===== config.mk =====
export PLATFORM = sky130hd
export DESIGN_NAME = lcd_drv_core
export DESIGN_NICKNAME = d
export VERILOG_FILES = /design/src/rtl/lcd_drv_pkg.sv /design/src/rtl/lcd_sync.sv /design/src/rtl/lcd_fall_det.sv /design/src/rtl/lcd_shift_chan.sv /design/src/rtl/lcd_level_map.sv /design/src/rtl/lcd_drv_core.sv
export SDC_FILE = /design/constraint.sdc
export NUM_CORES = 1
export LEC_CHECK = 0
export ABC_AREA = 1
export ABC_CLOCK_PERIOD_IN_PS = 1560
export BUFFER_PORTS_ARGS = -buffer_cell sky130_fd_sc_hd__buf_2
export CAP_MARGIN = 25
export CELL_PAD_IN_SITES_DETAIL_PLACEMENT = 1
export CELL_PAD_IN_SITES_GLOBAL_PLACEMENT = 1
export CORE_ASPECT_RATIO = 1.1
export CORE_MARGIN = 4
export CORE_UTILIZATION = 34
export DETAILED_ROUTE_END_ITERATION = 7
export PLACE_DENSITY = 0.81
export SYNTH_ARGS = -nofsm -noshare
export SYNTH_HDL_FRONTEND = slang
export SYNTH_SLANG_ARGS = --single-unit

===== constraint.sdc =====
create_clock -name clk -period 1.56 [get_ports clk]
set_input_delay 0 -clock clk [delete_from_list [all_inputs] [get_ports clk]]
set_output_delay 0 -clock clk [all_outputs]
set_load 0.1 [all_outputs]

===== src/rtl/lcd_drv_pkg.sv =====
package lcd_drv_pkg;

  localparam int unsigned LVL_W = 3;

  typedef enum logic [LVL_W-1:0] {
    LVL_OFF   = 3'd0,
    LVL_SEL_A = 3'd1,
    LVL_SEL_B = 3'd2,
    LVL_C1_A  = 3'd3,
    LVL_C1_B  = 3'd4,
    LVL_C2_A  = 3'd5,
    LVL_C2_B  = 3'd6
  } lvl_e;

  // Pick the reference level for one output. In scan mode, channel 2 runs on the opposite phase.
  function automatic lvl_e pick_level(input logic is_ch2, input logic scan_mode,
                                      input logic dbit, input logic ac);
    logic phase;
    phase = (is_ch2 && scan_mode) ? ~ac : ac;
    if (dbit)
      return phase ? LVL_SEL_A : LVL_SEL_B;
    else if (is_ch2)
      return phase ? LVL_C2_A : LVL_C2_B;
    else
      return phase ? LVL_C1_A : LVL_C1_B;
  endfunction

endpackage


===== src/rtl/lcd_sync.sv =====
module lcd_sync #(
  parameter int unsigned W      = 1,
  parameter int unsigned STAGES = 2,
  parameter logic [W-1:0] RST_VAL = '0
) (
  input  logic         clk,
  input  logic         rst,
  input  logic [W-1:0] d_i,
  output logic [W-1:0] q_o
);

  logic [W-1:0] pipe [STAGES];

  always_ff @(posedge clk) begin
    if (rst) pipe[0] <= RST_VAL;
    else     pipe[0] <= d_i;
  end

  for (genvar s = 1; s < STAGES; s++) begin : g_stage
    always_ff @(posedge clk) begin
      if (rst) pipe[s] <= RST_VAL;
      else     pipe[s] <= pipe[s-1];
    end
  end

  assign q_o = pipe[STAGES-1];

endmodule


===== src/rtl/lcd_fall_det.sv =====
module lcd_fall_det #(
  parameter int unsigned W = 2
) (
  input  logic         clk,
  input  logic         rst,
  input  logic [W-1:0] lvl_i,
  output logic [W-1:0] fall_o
);

  logic [W-1:0] prev_q;

  always_ff @(posedge clk) begin
    if (rst) begin
      prev_q <= '1;
      fall_o <= '0;
    end else begin
      prev_q <= lvl_i;
      fall_o <= prev_q & ~lvl_i;
    end
  end

endmodule


===== src/rtl/lcd_shift_chan.sv =====
module lcd_shift_chan #(
  parameter int unsigned N = 20
) (
  input  logic         clk,
  input  logic         rst,
  input  logic         dir_i,
  input  logic         sin_left_i,
  input  logic         sin_right_i,
  input  logic         shift_en_i,
  input  logic         latch_en_i,
  output logic [N-1:0] latch_o,
  output logic         out_left_o,
  output logic         out_right_o,
  output logic         oe_left_o,
  output logic         oe_right_o
);

  logic [N-1:0] sr_q;
  logic         sin;

  // Direction high: data enters on the right and moves toward output 1.
  assign sin = dir_i ? sin_right_i : sin_left_i;

  always_ff @(posedge clk) begin
    if (rst) begin
      sr_q    <= '0;
      latch_o <= '0;
    end else begin
      if (shift_en_i) begin
        if (dir_i) sr_q <= {sin, sr_q[N-1:1]};
        else       sr_q <= {sr_q[N-2:0], sin};
      end
      if (latch_en_i) latch_o <= sr_q;
    end
  end

  assign out_left_o  = dir_i ? sr_q[0] : 1'b0;
  assign out_right_o = dir_i ? 1'b0 : sr_q[N-1];
  assign oe_left_o   = dir_i;
  assign oe_right_o  = ~dir_i;

endmodule


===== src/rtl/lcd_level_map.sv =====
module lcd_level_map
  import lcd_drv_pkg::*;
#(
  parameter int unsigned N = 20
) (
  input  logic                   clk,
  input  logic                   rst,
  input  logic [N-1:0]           lat1_i,
  input  logic [N-1:0]           lat2_i,
  input  logic                   ac_i,
  input  logic                   scan_mode_i,
  output logic [2*N*LVL_W-1:0]   lvl_o
);

  always_ff @(posedge clk) begin
    if (rst) begin
      lvl_o <= '0;
    end else begin
      for (int k = 0; k < N; k++) begin
        lvl_o[k*LVL_W +: LVL_W]     <= pick_level(1'b0, scan_mode_i, lat1_i[k], ac_i);
        lvl_o[(N+k)*LVL_W +: LVL_W] <= pick_level(1'b1, scan_mode_i, lat2_i[k], ac_i);
      end
    end
  end

endmodule


===== src/rtl/lcd_drv_core.sv =====
module lcd_drv_core
  import lcd_drv_pkg::*;
#(
  parameter int unsigned N           = 20,
  parameter int unsigned SYNC_STAGES = 2
) (
  input  logic                 clk,
  input  logic                 rst,
  input  logic                 shift_stb_i,
  input  logic                 latch_stb_i,
  input  logic                 ac_i,
  input  logic                 scan_mode_i,
  input  logic                 dir1_i,
  input  logic                 dir2_i,
  input  logic                 left1_i,
  input  logic                 right1_i,
  input  logic                 left2_i,
  input  logic                 right2_i,
  output logic                 left1_o,
  output logic                 right1_o,
  output logic                 left2_o,
  output logic                 right2_o,
  output logic                 left1_oe,
  output logic                 right1_oe,
  output logic                 left2_oe,
  output logic                 right2_oe,
  output logic [2*N*LVL_W-1:0] level_o
);

  localparam int unsigned CTRL_W = 3;
  localparam int unsigned DATA_W = 4;

  logic [CTRL_W-1:0] ctrl_s;
  logic [DATA_W-1:0] data_s;
  logic [1:0]        falls;
  logic              sh_fall, la_fall;
  logic              sh1_en, la1_en, sh2_en, la2_en;
  logic [N-1:0]      latch1, latch2;

  // Strobes rest high; AC rests low.
  lcd_sync #(.W(CTRL_W), .STAGES(SYNC_STAGES), .RST_VAL(3'b110)) u_ctrl_sync (
    .clk (clk), .rst (rst),
    .d_i ({shift_stb_i, latch_stb_i, ac_i}),
    .q_o (ctrl_s)
  );

  lcd_sync #(.W(DATA_W), .STAGES(SYNC_STAGES), .RST_VAL('0)) u_data_sync (
    .clk (clk), .rst (rst),
    .d_i ({left1_i, right1_i, left2_i, right2_i}),
    .q_o (data_s)
  );

  lcd_fall_det #(.W(2)) u_fall (
    .clk (clk), .rst (rst),
    .lvl_i (ctrl_s[2:1]),
    .fall_o (falls)
  );

  assign sh_fall = falls[1];
  assign la_fall = falls[0];

  // Channel 1 always uses the strobes as given. In scan mode, channel 2 uses them swapped.
  assign sh1_en = sh_fall;
  assign la1_en = la_fall;
  assign sh2_en = scan_mode_i ? la_fall : sh_fall;
  assign la2_en = scan_mode_i ? sh_fall : la_fall;

  lcd_shift_chan #(.N(N)) u_ch1 (
    .clk (clk), .rst (rst), .dir_i (dir1_i),
    .sin_left_i (data_s[3]), .sin_right_i (data_s[2]),
    .shift_en_i (sh1_en), .latch_en_i (la1_en),
    .latch_o (latch1),
    .out_left_o (left1_o), .out_right_o (right1_o),
    .oe_left_o (left1_oe), .oe_right_o (right1_oe)
  );

  lcd_shift_chan #(.N(N)) u_ch2 (
    .clk (clk), .rst (rst), .dir_i (dir2_i),
    .sin_left_i (data_s[1]), .sin_right_i (data_s[0]),
    .shift_en_i (sh2_en), .latch_en_i (la2_en),
    .latch_o (latch2),
    .out_left_o (left2_o), .out_right_o (right2_o),
    .oe_left_o (left2_oe), .oe_right_o (right2_oe)
  );

  lcd_level_map #(.N(N)) u_map (
    .clk (clk), .rst (rst),
    .lat1_i (latch1), .lat2_i (latch2),
    .ac_i (ctrl_s[0]), .scan_mode_i (scan_mode_i),
    .lvl_o (level_o)
  );

endmodule


==> impl_metrics.xml <==
<?xml version="1.0" encoding="UTF-8"?>
<metrics>
  <group name="status">
    <metric name="run_status" unit="">complete, no violations</metric>
  </group>
  <group name="power">
    <metric name="swShare" unit="">0.357</metric>
    <metric name="cellLeakagePower" unit="nW">3.86</metric>
    <metric name="share_comb_of_total_power" unit="">0.203</metric>
    <metric name="p_total" unit="mW">10.7</metric>
    <metric name="power.density_cell_area" unit="nW/µm²">1420</metric>
    <metric name="internal-power" unit="mW">6.89</metric>
    <metric name="seq_power_share" unit="">0.410</metric>
    <metric name="vdd_drop_max" unit="V">0.000845</metric>
    <metric name="p_switching" unit="mW">3.83</metric>
    <metric name="pwr-share-clk" unit="">0.387</metric>
  </group>
  <group name="sta">
    <metric name="finalCritPeriodShare" unit="">0.902</metric>
    <metric name="hold-worst-slack" unit="ps">24.4</metric>
    <metric name="finalWorstPathRequiredPeriod" unit="ps">1410</metric>
    <metric name="setup_tns" unit="ps">0</metric>
    <metric name="timing.clock.skew" unit="ps">7.15</metric>
    <metric name="final-setup-viol-count" unit="">0</metric>
    <metric name="timing.fmax" unit="MHz">710</metric>
    <metric name="maxSlewViolCount" unit="">0</metric>
    <metric name="timing_hold_violations_final" unit="">0</metric>
    <metric name="tightestPinTransition" unit="ps">736</metric>
    <metric name="timing.max_slew.rel_slack" unit="">0.509</metric>
    <metric name="grt_setup_unrepaired" unit="">no</metric>
  </group>
  <group name="floorplan">
    <metric name="die_width" unit="µm">139</metric>
    <metric name="floorplan.initialDensity" unit="">0.348</metric>
    <metric name="floorplan_core_area" unit="µm²">18500</metric>
    <metric name="num_io_pins" unit="">140</metric>
    <metric name="rows" unit="">52</metric>
    <metric name="die_h" unit="µm">152</metric>
    <metric name="die_area" unit="µm²">21200</metric>
  </group>
  <group name="cts">
    <metric name="cts_num_sinks" unit="">161</metric>
    <metric name="tritoncts_buffers" unit="">17</metric>
    <metric name="worstSkewPairLatency" unit="ps">430</metric>
    <metric name="cts_max_level" unit="">4</metric>
    <metric name="clock_tree.buffer_depth" unit="">2</metric>
    <metric name="tritoncts" unit="">yes</metric>
    <metric name="cts_root_buf" unit="">sky130_fd_sc_hd__clkbuf_16</metric>
    <metric name="clk_pin_slew" unit="ps">70</metric>
  </group>
  <group name="logic_synthesis">
    <metric name="synth_sequential_area_ratio" unit="">0.501</metric>
    <metric name="synthesis.area" unit="µm²">6430</metric>
    <metric name="post_synth_most_frequent_cells" unit="">sky130_fd_sc_hd__nand2_1, sky130_fd_sc_hd__nor2_1, sky130_fd_sc_hd__dfxtp_1</metric>
    <metric name="yosysWarnings" unit="">0</metric>
    <metric name="synthMostInstantiatedCell" unit="">sky130_fd_sc_hd__nand2_1</metric>
    <metric name="netlist-cell-type-count" unit="">19</metric>
    <metric name="synthesis.instances" unit="">870</metric>
    <metric name="synthFlopType" unit="">sky130_fd_sc_hd__dfxtp_1</metric>
    <metric name="netlist_top_cells_area" unit="">sky130_fd_sc_hd__dfxtp_1, sky130_fd_sc_hd__nand2_1, sky130_fd_sc_hd__nor2_1</metric>
    <metric name="synth_area_per_cell" unit="µm²">7.39</metric>
    <metric name="syn-num-nets" unit="">882</metric>
    <metric name="synth_enable_flop_cells" unit="">0</metric>
    <metric name="ys_seq_elements" unit="">161</metric>
    <metric name="synth_largest_area_cell" unit="">sky130_fd_sc_hd__dfxtp_1</metric>
    <metric name="asyncSetResetFlopFracSynth" unit="">0</metric>
    <metric name="synth_top_area_frac" unit="">0.501</metric>
  </group>
  <group name="drt">
    <metric name="vias" unit="">5336</metric>
    <metric name="drcViolationCount" unit="">0</metric>
    <metric name="detailedRoute.firstPassIterationCount" unit="">4</metric>
    <metric name="first_drt_iteration_drcs" unit="">297</metric>
    <metric name="detail_route.vias_per_cell" unit="">4.47</metric>
    <metric name="routed_wl" unit="mm">16.0</metric>
    <metric name="antenna_violating_nets_post_route" unit="">0</metric>
    <metric name="drt-wirelength-per-cell" unit="µm">13.4</metric>
  </group>
  <group name="worst_setup_path">
    <metric name="critical_path_end_type" unit="">output pin</metric>
    <metric name="cp.arrival" unit="ps">1410</metric>
    <metric name="critical-path-top-delay-family" unit="">buffers and inverters</metric>
    <metric name="worst-path-stages" unit="">1</metric>
    <metric name="worst_setup_path_endpoint" unit="">level_o[48]</metric>
    <metric name="timing.critical_path.from" unit="">u_map.lvl_o[57]</metric>
    <metric name="regToRegStartpoint" unit="">u_fall.fall_o[0]</metric>
    <metric name="cell_breakdown_of_the_critical_path" unit="">buf_2</metric>
    <metric name="worstRegToRegCells" unit="">5</metric>
    <metric name="setup.worst_path.start_class" unit="">flip-flop</metric>
    <metric name="crit_path_top_delay_cell" unit="">sky130_fd_sc_hd__buf_2</metric>
    <metric name="worstReg2RegEnd" unit="">u_ch2.sr_q[15]</metric>
    <metric name="worstPathRequired" unit="ps">1560</metric>
    <metric name="cpPeakStageDelay" unit="ps">490</metric>
    <metric name="criticalPathCategory" unit="">flip-flop to output pin</metric>
    <metric name="regToRegSetupSlack" unit="ps">190</metric>
    <metric name="crit_path_max_fanout" unit="">20</metric>
    <metric name="critPathBufInv" unit="">1</metric>
  </group>
  <group name="cells_and_area">
    <metric name="area_delta_synth_final" unit="%">17.0</metric>
    <metric name="num-nets-final" unit="">950</metric>
    <metric name="post_route_cell_area" unit="µm²">7520</metric>
    <metric name="drive_gt1_frac" unit="">0.212</metric>
    <metric name="insertedDiodeCount" unit="">0</metric>
    <metric name="final-instance-count-excl-fill" unit="">1194</metric>
  </group>
  <group name="global_routing">
    <metric name="grt.overflow.total" unit="">0</metric>
    <metric name="globalRouteTotalUtil" unit="">0.157</metric>
    <metric name="antenna_found_initial" unit="">1</metric>
    <metric name="grt_first_pass_wirelength" unit="mm">27.5</metric>
    <metric name="first_global_vias" unit="">5573</metric>
    <metric name="largest_net_degree_at_the_start_of_global_routing" unit="">79</metric>
  </group>
  <group name="worst_hold_path">
    <metric name="worst_hold_path_type" unit="">input port to flip-flop</metric>
  </group>
  <group name="place">
    <metric name="placedCellCount" unit="">1155</metric>
    <metric name="placement.io_buffers" unit="">139</metric>
    <metric name="placement.cell_area" unit="µm²">6850</metric>
    <metric name="place.detailed.hpwl" unit="mm">10.5</metric>
    <metric name="gpl.final_weighted_congestion" unit="">0.730</metric>
  </group>
  <group name="flow_run">
    <metric name="drv.max_cap_violation_count" unit="">0</metric>
  </group>
</metrics>
==> kinds of logic after synthesis <==
| logic type | after synthesis | synth area share |
|---|---|---|
| flip-flops | 161 | 0.501 |
| buffers and inverters | 208 | 0.175 |
| AO/OA/AOI/OAI | 75 | 0.0589 |
| XOR/XNOR | 1 | 0.00136 |
| AND/OR/NAND/NOR | 425 | 0.263 |
==> tightest hold or removal path, stage by stage <==
cell and delay (ps):
sky130_fd_sc_hd__buf_2 120, sky130_fd_sc_hd__inv_2 150, sky130_fd_sc_hd__nand2_1 110, sky130_fd_sc_hd__a21oi_1 30
==> worst min-delay path by stage <==
stage / start / endpoint / slack, ps / depth (start not counted)
2_1_floorplan: latch_stb_i / u_ctrl_sync.pipe[0][1] / 100 / 1
3_3_place_gp: latch_stb_i / u_ctrl_sync.pipe[0][1] / 210 / 2
3_5_place_dp: latch_stb_i / u_ctrl_sync.pipe[0][1] / 210 / 2
4_1_cts: scan_mode_i / u_map.lvl_o[117] / 10 / 3
5_1_grt: rst / u_map.lvl_o[43] / 30 / 4
6_report: rst / u_map.lvl_o[43] / 20 / 4
==> cells in the final DEF, fill, tap and decap left out <==
cell type,instances
sky130_fd_sc_hd__clkinv_8,1
sky130_fd_sc_hd__clkbuf_16,17
sky130_fd_sc_hd__o21ai_1,1
sky130_fd_sc_hd__bufinv_16,1
sky130_fd_sc_hd__nor2_1,166
sky130_fd_sc_hd__nand2_2,1
sky130_fd_sc_hd__buf_12,5
sky130_fd_sc_hd__nand3_1,60
sky130_fd_sc_hd__and2_1,1
sky130_fd_sc_hd__dfxtp_1,158
sky130_fd_sc_hd__nand2_1,188
sky130_fd_sc_hd__inv_8,4
sky130_fd_sc_hd__clkinvlp_4,3
sky130_fd_sc_hd__inv_1,94
sky130_fd_sc_hd__dfxtp_2,3
sky130_fd_sc_hd__nor2_2,2
sky130_fd_sc_hd__o21ai_4,1
sky130_fd_sc_hd__inv_2,3
sky130_fd_sc_hd__buf_2,137
sky130_fd_sc_hd__o21ai_0,19
sky130_fd_sc_hd__xnor2_1,1
sky130_fd_sc_hd__dlygate4sd3_1,7
sky130_fd_sc_hd__inv_6,4
sky130_fd_sc_hd__clkinv_4,3
sky130_fd_sc_hd__a21oi_1,54
sky130_fd_sc_hd__or2_2,6
sky130_fd_sc_hd__buf_4,10
sky130_fd_sc_hd__nand2_4,1
==> flip-flops by register name, summed over array words and instances (netlist names) <==
signal and count:
u_map.lvl_o 63, u_ctrl_sync.pipe 6, u_fall.prev_q 2, u_ch2.sr_q 20
u_ch1.sr_q 20, u_data_sync.pipe 8, u_fall.fall_o 2, u_ch1.latch_o 20
u_ch2.latch_o 20
==> timing repair <==
item,4_1_cts,5_1_grt
setup endpoints to repair,0,22
setup buffers,0,0
hold buffers,7,0
endpoints found under the hold margin,7,0
resized for setup,0,2
==> power groups by stage <==
stage	logic, mW	clock network, mW	registers [mW]
after global placement	2.15	0	4.48
after floorplan	1.23	0	5.21
after global routing	2.29	4.46	4.42
after detailed placement	2.17	0	4.49
after CTS	2.20	4.26	4.39
final	2.18	4.15	4.39
==> area by class of cell <==
class                           count  area (µm²)
Fill cell                        2354       11000
Sequential cell                   161        3230
Inverter                           98         373
Clock buffer                       17         425
Tap cell                          243         304
Multi-Input combinational cell    501        2100
Clock inverter                     15         166
Timing Repair Buffer              159         931
==> stage by stage <==
| step | setup WS (ps) | utilization |
|---|---|---|
| final | 152 | 0.407 |
| after global routing | 31.7 | 0.407 |
| after CTS | 13.4 | 0.407 |
| after detailed placement | 78.8 | 0.371 |
| after global placement | 167 | 0.371 |
| after floorplan | 356 | - |
==> routing by layer <==
layer,share of wire,global-route usage
met5,0.00094,0
met4,0.024,0.0596
met3,0.036,0.0411
met2,0.54,0.290
met1,0.40,0.171
No activity file was read; power rests on OpenSTA's default activity.
